## src/rtl/gei_pkg.sv

```systemverilog
package gei_pkg;
  localparam int GEI_AW = 3;

  typedef enum logic [GEI_AW-1:0] {
    A_DIR  = 3'd0,
    A_DIN  = 3'd1,
    A_DOUT = 3'd2,
    A_REN  = 3'd3,
    A_FEN  = 3'd4,
    A_RST  = 3'd5,
    A_FST  = 3'd6,
    A_NONE = 3'd7
  } gei_addr_e;
endpackage

```

## src/rtl/gei_bswap.sv

```systemverilog
module gei_bswap #(
  parameter int DW = 16
) (
  input  logic [DW-1:0] din,
  output logic [DW-1:0] dout
);
  localparam int NB = DW / 8;

  for (genvar b = 0; b < NB; b++) begin : g_byte
    assign dout[8*b +: 8] = din[8*(NB-1-b) +: 8];
  end
endmodule

```

## src/rtl/gei_sync2.sv

```systemverilog
module gei_sync2 #(
  parameter int W = 16
) (
  input  logic         clk,
  input  logic         rst_n,
  input  logic [W-1:0] async_in,
  output logic [W-1:0] lvl,
  output logic [W-1:0] rise,
  output logic [W-1:0] fall
);
  logic [W-1:0] meta_q, sync_q, prev_q;
  logic [W-1:0] meta_d, sync_d, prev_d;

  always_comb begin
    meta_d = async_in;
    sync_d = meta_q;
    prev_d = sync_q;
  end

  always_ff @(posedge clk or negedge rst_n) begin
    if (!rst_n) begin
      meta_q <= '0;
      sync_q <= '0;
      prev_q <= '0;
    end else begin
      meta_q <= meta_d;
      sync_q <= sync_d;
      prev_q <= prev_d;
    end
  end

  assign lvl  = sync_q;
  assign rise = sync_q & ~prev_q;
  assign fall = ~sync_q & prev_q;

  // an edge pulse lasts one cycle only
  p_edge_once_r11: assert property (@(posedge clk) disable iff (!rst_n)
    1'b1 |=> (($past(rise) & rise) == '0) && (($past(fall) & fall) == '0));
  p_edge_excl_r11: assert property (@(posedge clk) disable iff (!rst_n)
    (rise & fall) == '0);
endmodule

```

## src/rtl/gei_sticky.sv

```systemverilog
module gei_sticky #(
  parameter int W = 16
) (
  input  logic         clk,
  input  logic         rst_n,
  input  logic [W-1:0] ev,
  input  logic [W-1:0] en,
  input  logic [W-1:0] clr,
  output logic [W-1:0] st
);
  logic [W-1:0] st_q, st_d, set_v;
  logic         st_ce;

  always_comb begin
    set_v = ev & en;
    st_ce = (|clr) | (|set_v);
    st_d  = (st_q & ~clr) | set_v;
  end

  always_ff @(posedge clk or negedge rst_n) begin
    if (!rst_n) begin
      st_q <= '0;
    end else if (st_ce) begin
      st_q <= st_d;
    end
  end

  assign st = st_q;

  // an enabled edge always leaves its bit set
  p_set_r5: assert property (@(posedge clk) disable iff (!rst_n)
    1'b1 |=> (($past(ev & en) & ~st) == '0));
  // a disabled edge alone never sets a clear bit
  p_noset_r7: assert property (@(posedge clk) disable iff (!rst_n)
    1'b1 |=> (($past(~st & ~(ev & en)) & st) == '0));
  // written-one bits without a concurrent set end up clear
  p_w1c_r8: assert property (@(posedge clk) disable iff (!rst_n)
    1'b1 |=> (($past(clr & ~(ev & en)) & st) == '0));
  // set wins over clear
  p_set_wins_r9: assert property (@(posedge clk) disable iff (!rst_n)
    1'b1 |=> (($past(ev & en & clr) & ~st) == '0));
endmodule

```

## src/rtl/gpio_edge_irq.sv

```systemverilog
module gpio_edge_irq
  import gei_pkg::*;
#(
  parameter int DW = 16
) (
  input  logic              clk,
  input  logic              rst_n,
  input  logic              bus_sel,
  input  logic              bus_wr,
  input  logic [GEI_AW-1:0] bus_addr,
  input  logic [DW-1:0]     bus_wdata,
  output logic [DW-1:0]     bus_rdata,
  input  logic [DW-1:0]     pin_in,
  output logic [DW-1:0]     pin_out,
  output logic [DW-1:0]     pin_oe,
  output logic              irq
);
  logic [DW-1:0] wr_val, rd_val;
  logic [DW-1:0] dir_q, dout_q, ren_q, fen_q;
  logic [DW-1:0] dir_d, dout_d, ren_d, fen_d;
  logic          we_dir, we_dout, we_ren, we_fen, we_rst, we_fst, wr_hit;
  logic [DW-1:0] lvl, rise_ev, fall_ev, rst_st, fst_st, clr_r, clr_f;
  logic          pend, irq_q, irq_d;

  gei_bswap #(.DW(DW)) u_wswap (.din(bus_wdata), .dout(wr_val));
  gei_bswap #(.DW(DW)) u_rswap (.din(rd_val),    .dout(bus_rdata));

  gei_sync2 #(.W(DW)) u_sync (
    .clk(clk), .rst_n(rst_n), .async_in(pin_in),
    .lvl(lvl), .rise(rise_ev), .fall(fall_ev)
  );

  always_comb begin
    wr_hit  = bus_sel & bus_wr;
    we_dir  = wr_hit && (bus_addr == A_DIR);
    we_dout = wr_hit && (bus_addr == A_DOUT);
    we_ren  = wr_hit && (bus_addr == A_REN);
    we_fen  = wr_hit && (bus_addr == A_FEN);
    we_rst  = wr_hit && (bus_addr == A_RST);
    we_fst  = wr_hit && (bus_addr == A_FST);
    clr_r   = we_rst ? wr_val : '0;
    clr_f   = we_fst ? wr_val : '0;
    dir_d   = wr_val;
    dout_d  = wr_val;
    ren_d   = wr_val;
    fen_d   = wr_val;
  end

  always_ff @(posedge clk or negedge rst_n) begin
    if (!rst_n) begin
      dir_q  <= '0;
      dout_q <= '0;
      ren_q  <= '0;
      fen_q  <= '0;
    end else begin
      if (we_dir)  dir_q  <= dir_d;
      if (we_dout) dout_q <= dout_d;
      if (we_ren)  ren_q  <= ren_d;
      if (we_fen)  fen_q  <= fen_d;
    end
  end

  gei_sticky #(.W(DW)) u_rise_st (
    .clk(clk), .rst_n(rst_n), .ev(rise_ev), .en(ren_q), .clr(clr_r), .st(rst_st)
  );
  gei_sticky #(.W(DW)) u_fall_st (
    .clk(clk), .rst_n(rst_n), .ev(fall_ev), .en(fen_q), .clr(clr_f), .st(fst_st)
  );

  always_comb begin
    pend  = (|(rst_st & ren_q)) | (|(fst_st & fen_q));
    irq_d = pend;
  end

  always_ff @(posedge clk or negedge rst_n) begin
    if (!rst_n) irq_q <= 1'b0;
    else        irq_q <= irq_d;
  end

  always_comb begin
    case (gei_addr_e'(bus_addr))
      A_DIR:   rd_val = dir_q;
      A_DIN:   rd_val = lvl;
      A_DOUT:  rd_val = dout_q;
      A_REN:   rd_val = ren_q;
      A_FEN:   rd_val = fen_q;
      A_RST:   rd_val = rst_st;
      A_FST:   rd_val = fst_st;
      default: rd_val = '0;
    endcase
  end

  assign pin_oe  = dir_q;
  assign pin_out = dout_q;
  assign irq     = irq_q;

  // a direction write lands byte-exchanged on the output enables
  p_swap_dir_r2: assert property (@(posedge clk) disable iff (!rst_n)
    (bus_sel && bus_wr && bus_addr == A_DIR) |=>
      (pin_oe[7:0] == $past(bus_wdata[15:8]) && pin_oe[15:8] == $past(bus_wdata[7:0])));
  // request follows pending status with one register stage
  p_irq_set_r10: assert property (@(posedge clk) disable iff (!rst_n)
    pend |=> irq);
  p_irq_clr_r10: assert property (@(posedge clk) disable iff (!rst_n)
    !pend |=> !irq);
  // no request without any enable
  p_irq_noen_r1: assert property (@(posedge clk) disable iff (!rst_n)
    ($past(ren_q) == '0 && $past(fen_q) == '0) |-> !irq);
endmodule

```

## config.mk

```make
export PLATFORM = sky130hd
export DESIGN_NAME = gpio_edge_irq
export DESIGN_NICKNAME = d
export VERILOG_FILES = /design/src/rtl/gei_pkg.sv /design/src/rtl/gei_bswap.sv /design/src/rtl/gei_sync2.sv /design/src/rtl/gei_sticky.sv /design/src/rtl/gpio_edge_irq.sv
export SDC_FILE = /design/constraint.sdc
export NUM_CORES = 1
export LEC_CHECK = 0
export ABC_AREA = 1
export ABC_CLOCK_PERIOD_IN_PS = 1800
export BUFFER_PORTS_ARGS = -buffer_cell sky130_fd_sc_hd__buf_2
export CAP_MARGIN = 20
export CORE_MARGIN = 10
export CORE_UTILIZATION = 45
export DETAILED_ROUTE_END_ITERATION = 10
export GPL_ROUTABILITY_DRIVEN = 0
export SYNTH_ARGS = -nofsm -noshare
export SYNTH_HDL_FRONTEND = slang
export SYNTH_SLANG_ARGS = --single-unit
```

## constraint.sdc

```tcl
create_clock -name clk -period 1.8 [get_ports clk]
set_clock_uncertainty 0.1 [all_clocks]
set_input_delay 0.36 -clock clk [delete_from_list [all_inputs] [get_ports clk]]
set_output_delay 0.36 -clock clk [all_outputs]
set_load 0.05 [all_outputs]
```

==> flow_summary.toml <==
[worst_hold_path]
hold_path.class = "in2reg"

[pwr]
totalPowerFinal_uw = 10700
powerDensity_nw_per_um2 = 1230
cellLeakagePower_uw = 0.00433
combPwrFrac_pct = 25.1
vdd_drop_max_uv = 1070
p_seq_share_pct = 39.6
switching_share_pct = 33.5
p_clk_share_pct = 35.3
switchingPower_uw = 3570
internal_power_uw = 7090

[floorplanning]
core_um2 = 13800
die_x_um = 139
ioPinCount = 88
initial_core_util_pct = 45.9
dieArea_um2 = 19300
fp-row-count = 43
die_y_um = 139

[clock_tree]
path_clk_slew_ns = 0.06
clock_sinks = 145
clock_latency_ns = 0.43
cts_root_buf = "clkbuf_16"
tritoncts = "built"
clockBufferDepth = 2
h-tree-depth = 4
cts_buffers = 17

[synth]
yosysSeqAreaShare_pct = 57.2
synth_cell_types = 23
yosysWarnings = 0
ys_ff_latch = 145
syn_area_um2 = 6350
syn-num-nets = 790
synth_cells = 751
avgSynthCellArea_um2 = 8.45

[sta]
min_period_ns = 1.89
max_slew_margin_pct = 76.3
timing.hold.ws_ns = 0.0999
fmax_mhz = 529
setup_viol = 16
min_period_over_period_pct = 105
slew_violations = 0
tightestPinTransition_ns = 0.354
rsz0062_at_grt = "yes"
tns_ns = -0.981
setup_slack_ns = -0.0893
hold_viol_final = 0

[finish]
diodes = 0
final_layout_size_suffix_gt1_share_pct = 26.7
most-common-layout-cells = "209 x nand2_1, 145 x dfrtp_1, 79 x inv_1"
nets = 954
layout_commonest_cell = "nand2_1"
syn2layout_area_growth_pct = 37.0
nFillCells = 1161

[worst_setup_path]
crit_type = "in2out"
required_ns = 1.34
crit_path_end_kind = "primary output"
worstPathArrival_ns = 1.43
start_kind = "input pin"
crit_fanout = 7
r2r_slack_ns = 0.49

[routing]
routedWlPerCell_um = 17.5
dr.pass1.iters = 7
ant_nets = 0
post-route-drc-count = 0
routed_wl_um = 19300
vias = 5733
vias_per_cell = 5.17
drtIter0Drc = 493

[global_route]
grt_max_degree = 58
grt_pass1_vias = 5660
grt_pass1_wl_um = 30800
grt.total_usage_pct = 20.0
antenna_found_initial = 0
overflow = 0

[run_status]
outcome = "finished, violations left"
violations = "setup timing"

[placed_design]
hpwl_um = 13300
port_buffers = 87
dpl_worst_slack_ns = -0.234

[job]
maxCapViolCount = 0
==> final timing paths <==
check                                   from                to  cells past startpoint
max                              bus_addr[1]      bus_rdata[2]                     10
min                             bus_wdata[3]  u_fall_st.st[11]                      4
max reg2reg                        fen_q[10]               irq                      7
min reg2reg                u_sync.meta_q[11]    u_sync.lvl[11]                      0
max in group asynchronous              rst_n  u_fall_st.st[13]                      3
min in group asynchronous              rst_n     u_sync.lvl[1]                      2
==> sequential cells by signal, summed over array words and instances, names as in the netlist <==
register       flops
fen_q             16
irq                1
pin_oe            16
pin_out           16
ren_q             16
u_fall_st.st      16
u_rise_st.st      16
u_sync.lvl        16
u_sync.meta_q     16
u_sync.prev_q     16
==> power groups by stage <==
| stage | registers, µW | logic [µW] | clock network (µW) |
|---|---|---|---|
| detailed placement | 4260 | 2270 | 0 |
| global placement | 4240 | 2230 | 0 |
| finish | 4230 | 2680 | 3760 |
| global route | 4280 | 2900 | 3990 |
| floorplan | 4660 | 1090 | 0 |
| CTS | 4210 | 2530 | 3820 |
==> kinds of logic (layout without fill, tap and decap cells) <==
logic type | Yosys count | count (layout) | synth area share (%)
AO/OA/AOI/OAI | 129 | 129 | 10.2
buffers and inverters | 114 | 291 | 7.92
flip-flops | 145 | 145 | 57.2
AND/OR/NAND/NOR | 363 | 363 | 24.8
==> routing by layer <==
metal	GRT usage (%)	wire length, µm
met1	25.4	8140
met2	31.8	9510
met3	6.16	1450
met4	6.32	233
met5	0	0
==> cell type report <==
cell class / count / area, µm² / share of cell area (%)
clock buffers: 19 / 453 / 5.21
clock inverters: 13 / 183 / 2.10
inverters: 82 / 315 / 3.62
multi-input cells: 492 / 2420 / 27.8
flip-flops and latches: 145 / 3630 / 41.7
well taps: 180 / 225 / 2.59
repair buffers: 177 / 1480 / 17.0
==> critical path: stages <==
cell and delay, ns:
buf_8 0.11, buf_6 0.13, nor2_8 0.12, buf_12 0.14, buf_12 0.13, nand3_4 0.07, o21ai_4 0.07, nor2_2 0.05
nand2_2 0.09, buf_8 0.15
==> cells in the mapped netlist <==
cell      instances  share of area, %
inv_4             1             0.099
dfrtp_1         145                57
buf_6             5              0.89
clkbuf_1          4              0.24
nor2_1           57               3.4
nand4_2           1              0.20
o21ai_1          38               3.0
buf_2            19               1.5
nand2_2           1             0.099
buf_4             3              0.35
and3_1            1             0.099
inv_2             2              0.12
inv_1            79               4.7
buf_1             1             0.059
nand3_4           2              0.55
nor2_4            2              0.35
nor3_1            2              0.16
nand2_1         225                13
nand3_2           3              0.47
nand4_1          24               2.4
nor2_8            1              0.32
o21ai_0          91               7.2
nand3_1          44               3.5
==> through the flow <==
stage               util, %  std cells  instance area [µm²]
detailed placement     52.7       1033                 7290
finish                 62.9       1108                 8700
CTS                    61.4       1091                 8490
global placement       52.7       1033                 7290
floorplan                 -        751                 6390
global route           62.9       1108                 8700
==> timing repair <==
action / in CTS / in global routing
gates cloned: 2 / 0
endpoints found under the hold margin: 40 / 0
endpoints found under the setup margin: 16 / 16
resized for setup: 91 / 36
setup buffers: 7 / 19
hold buffers: 17 / 0
pin swaps: 21 / 33
No activity file was read; power rests on OpenSTA's default activity.
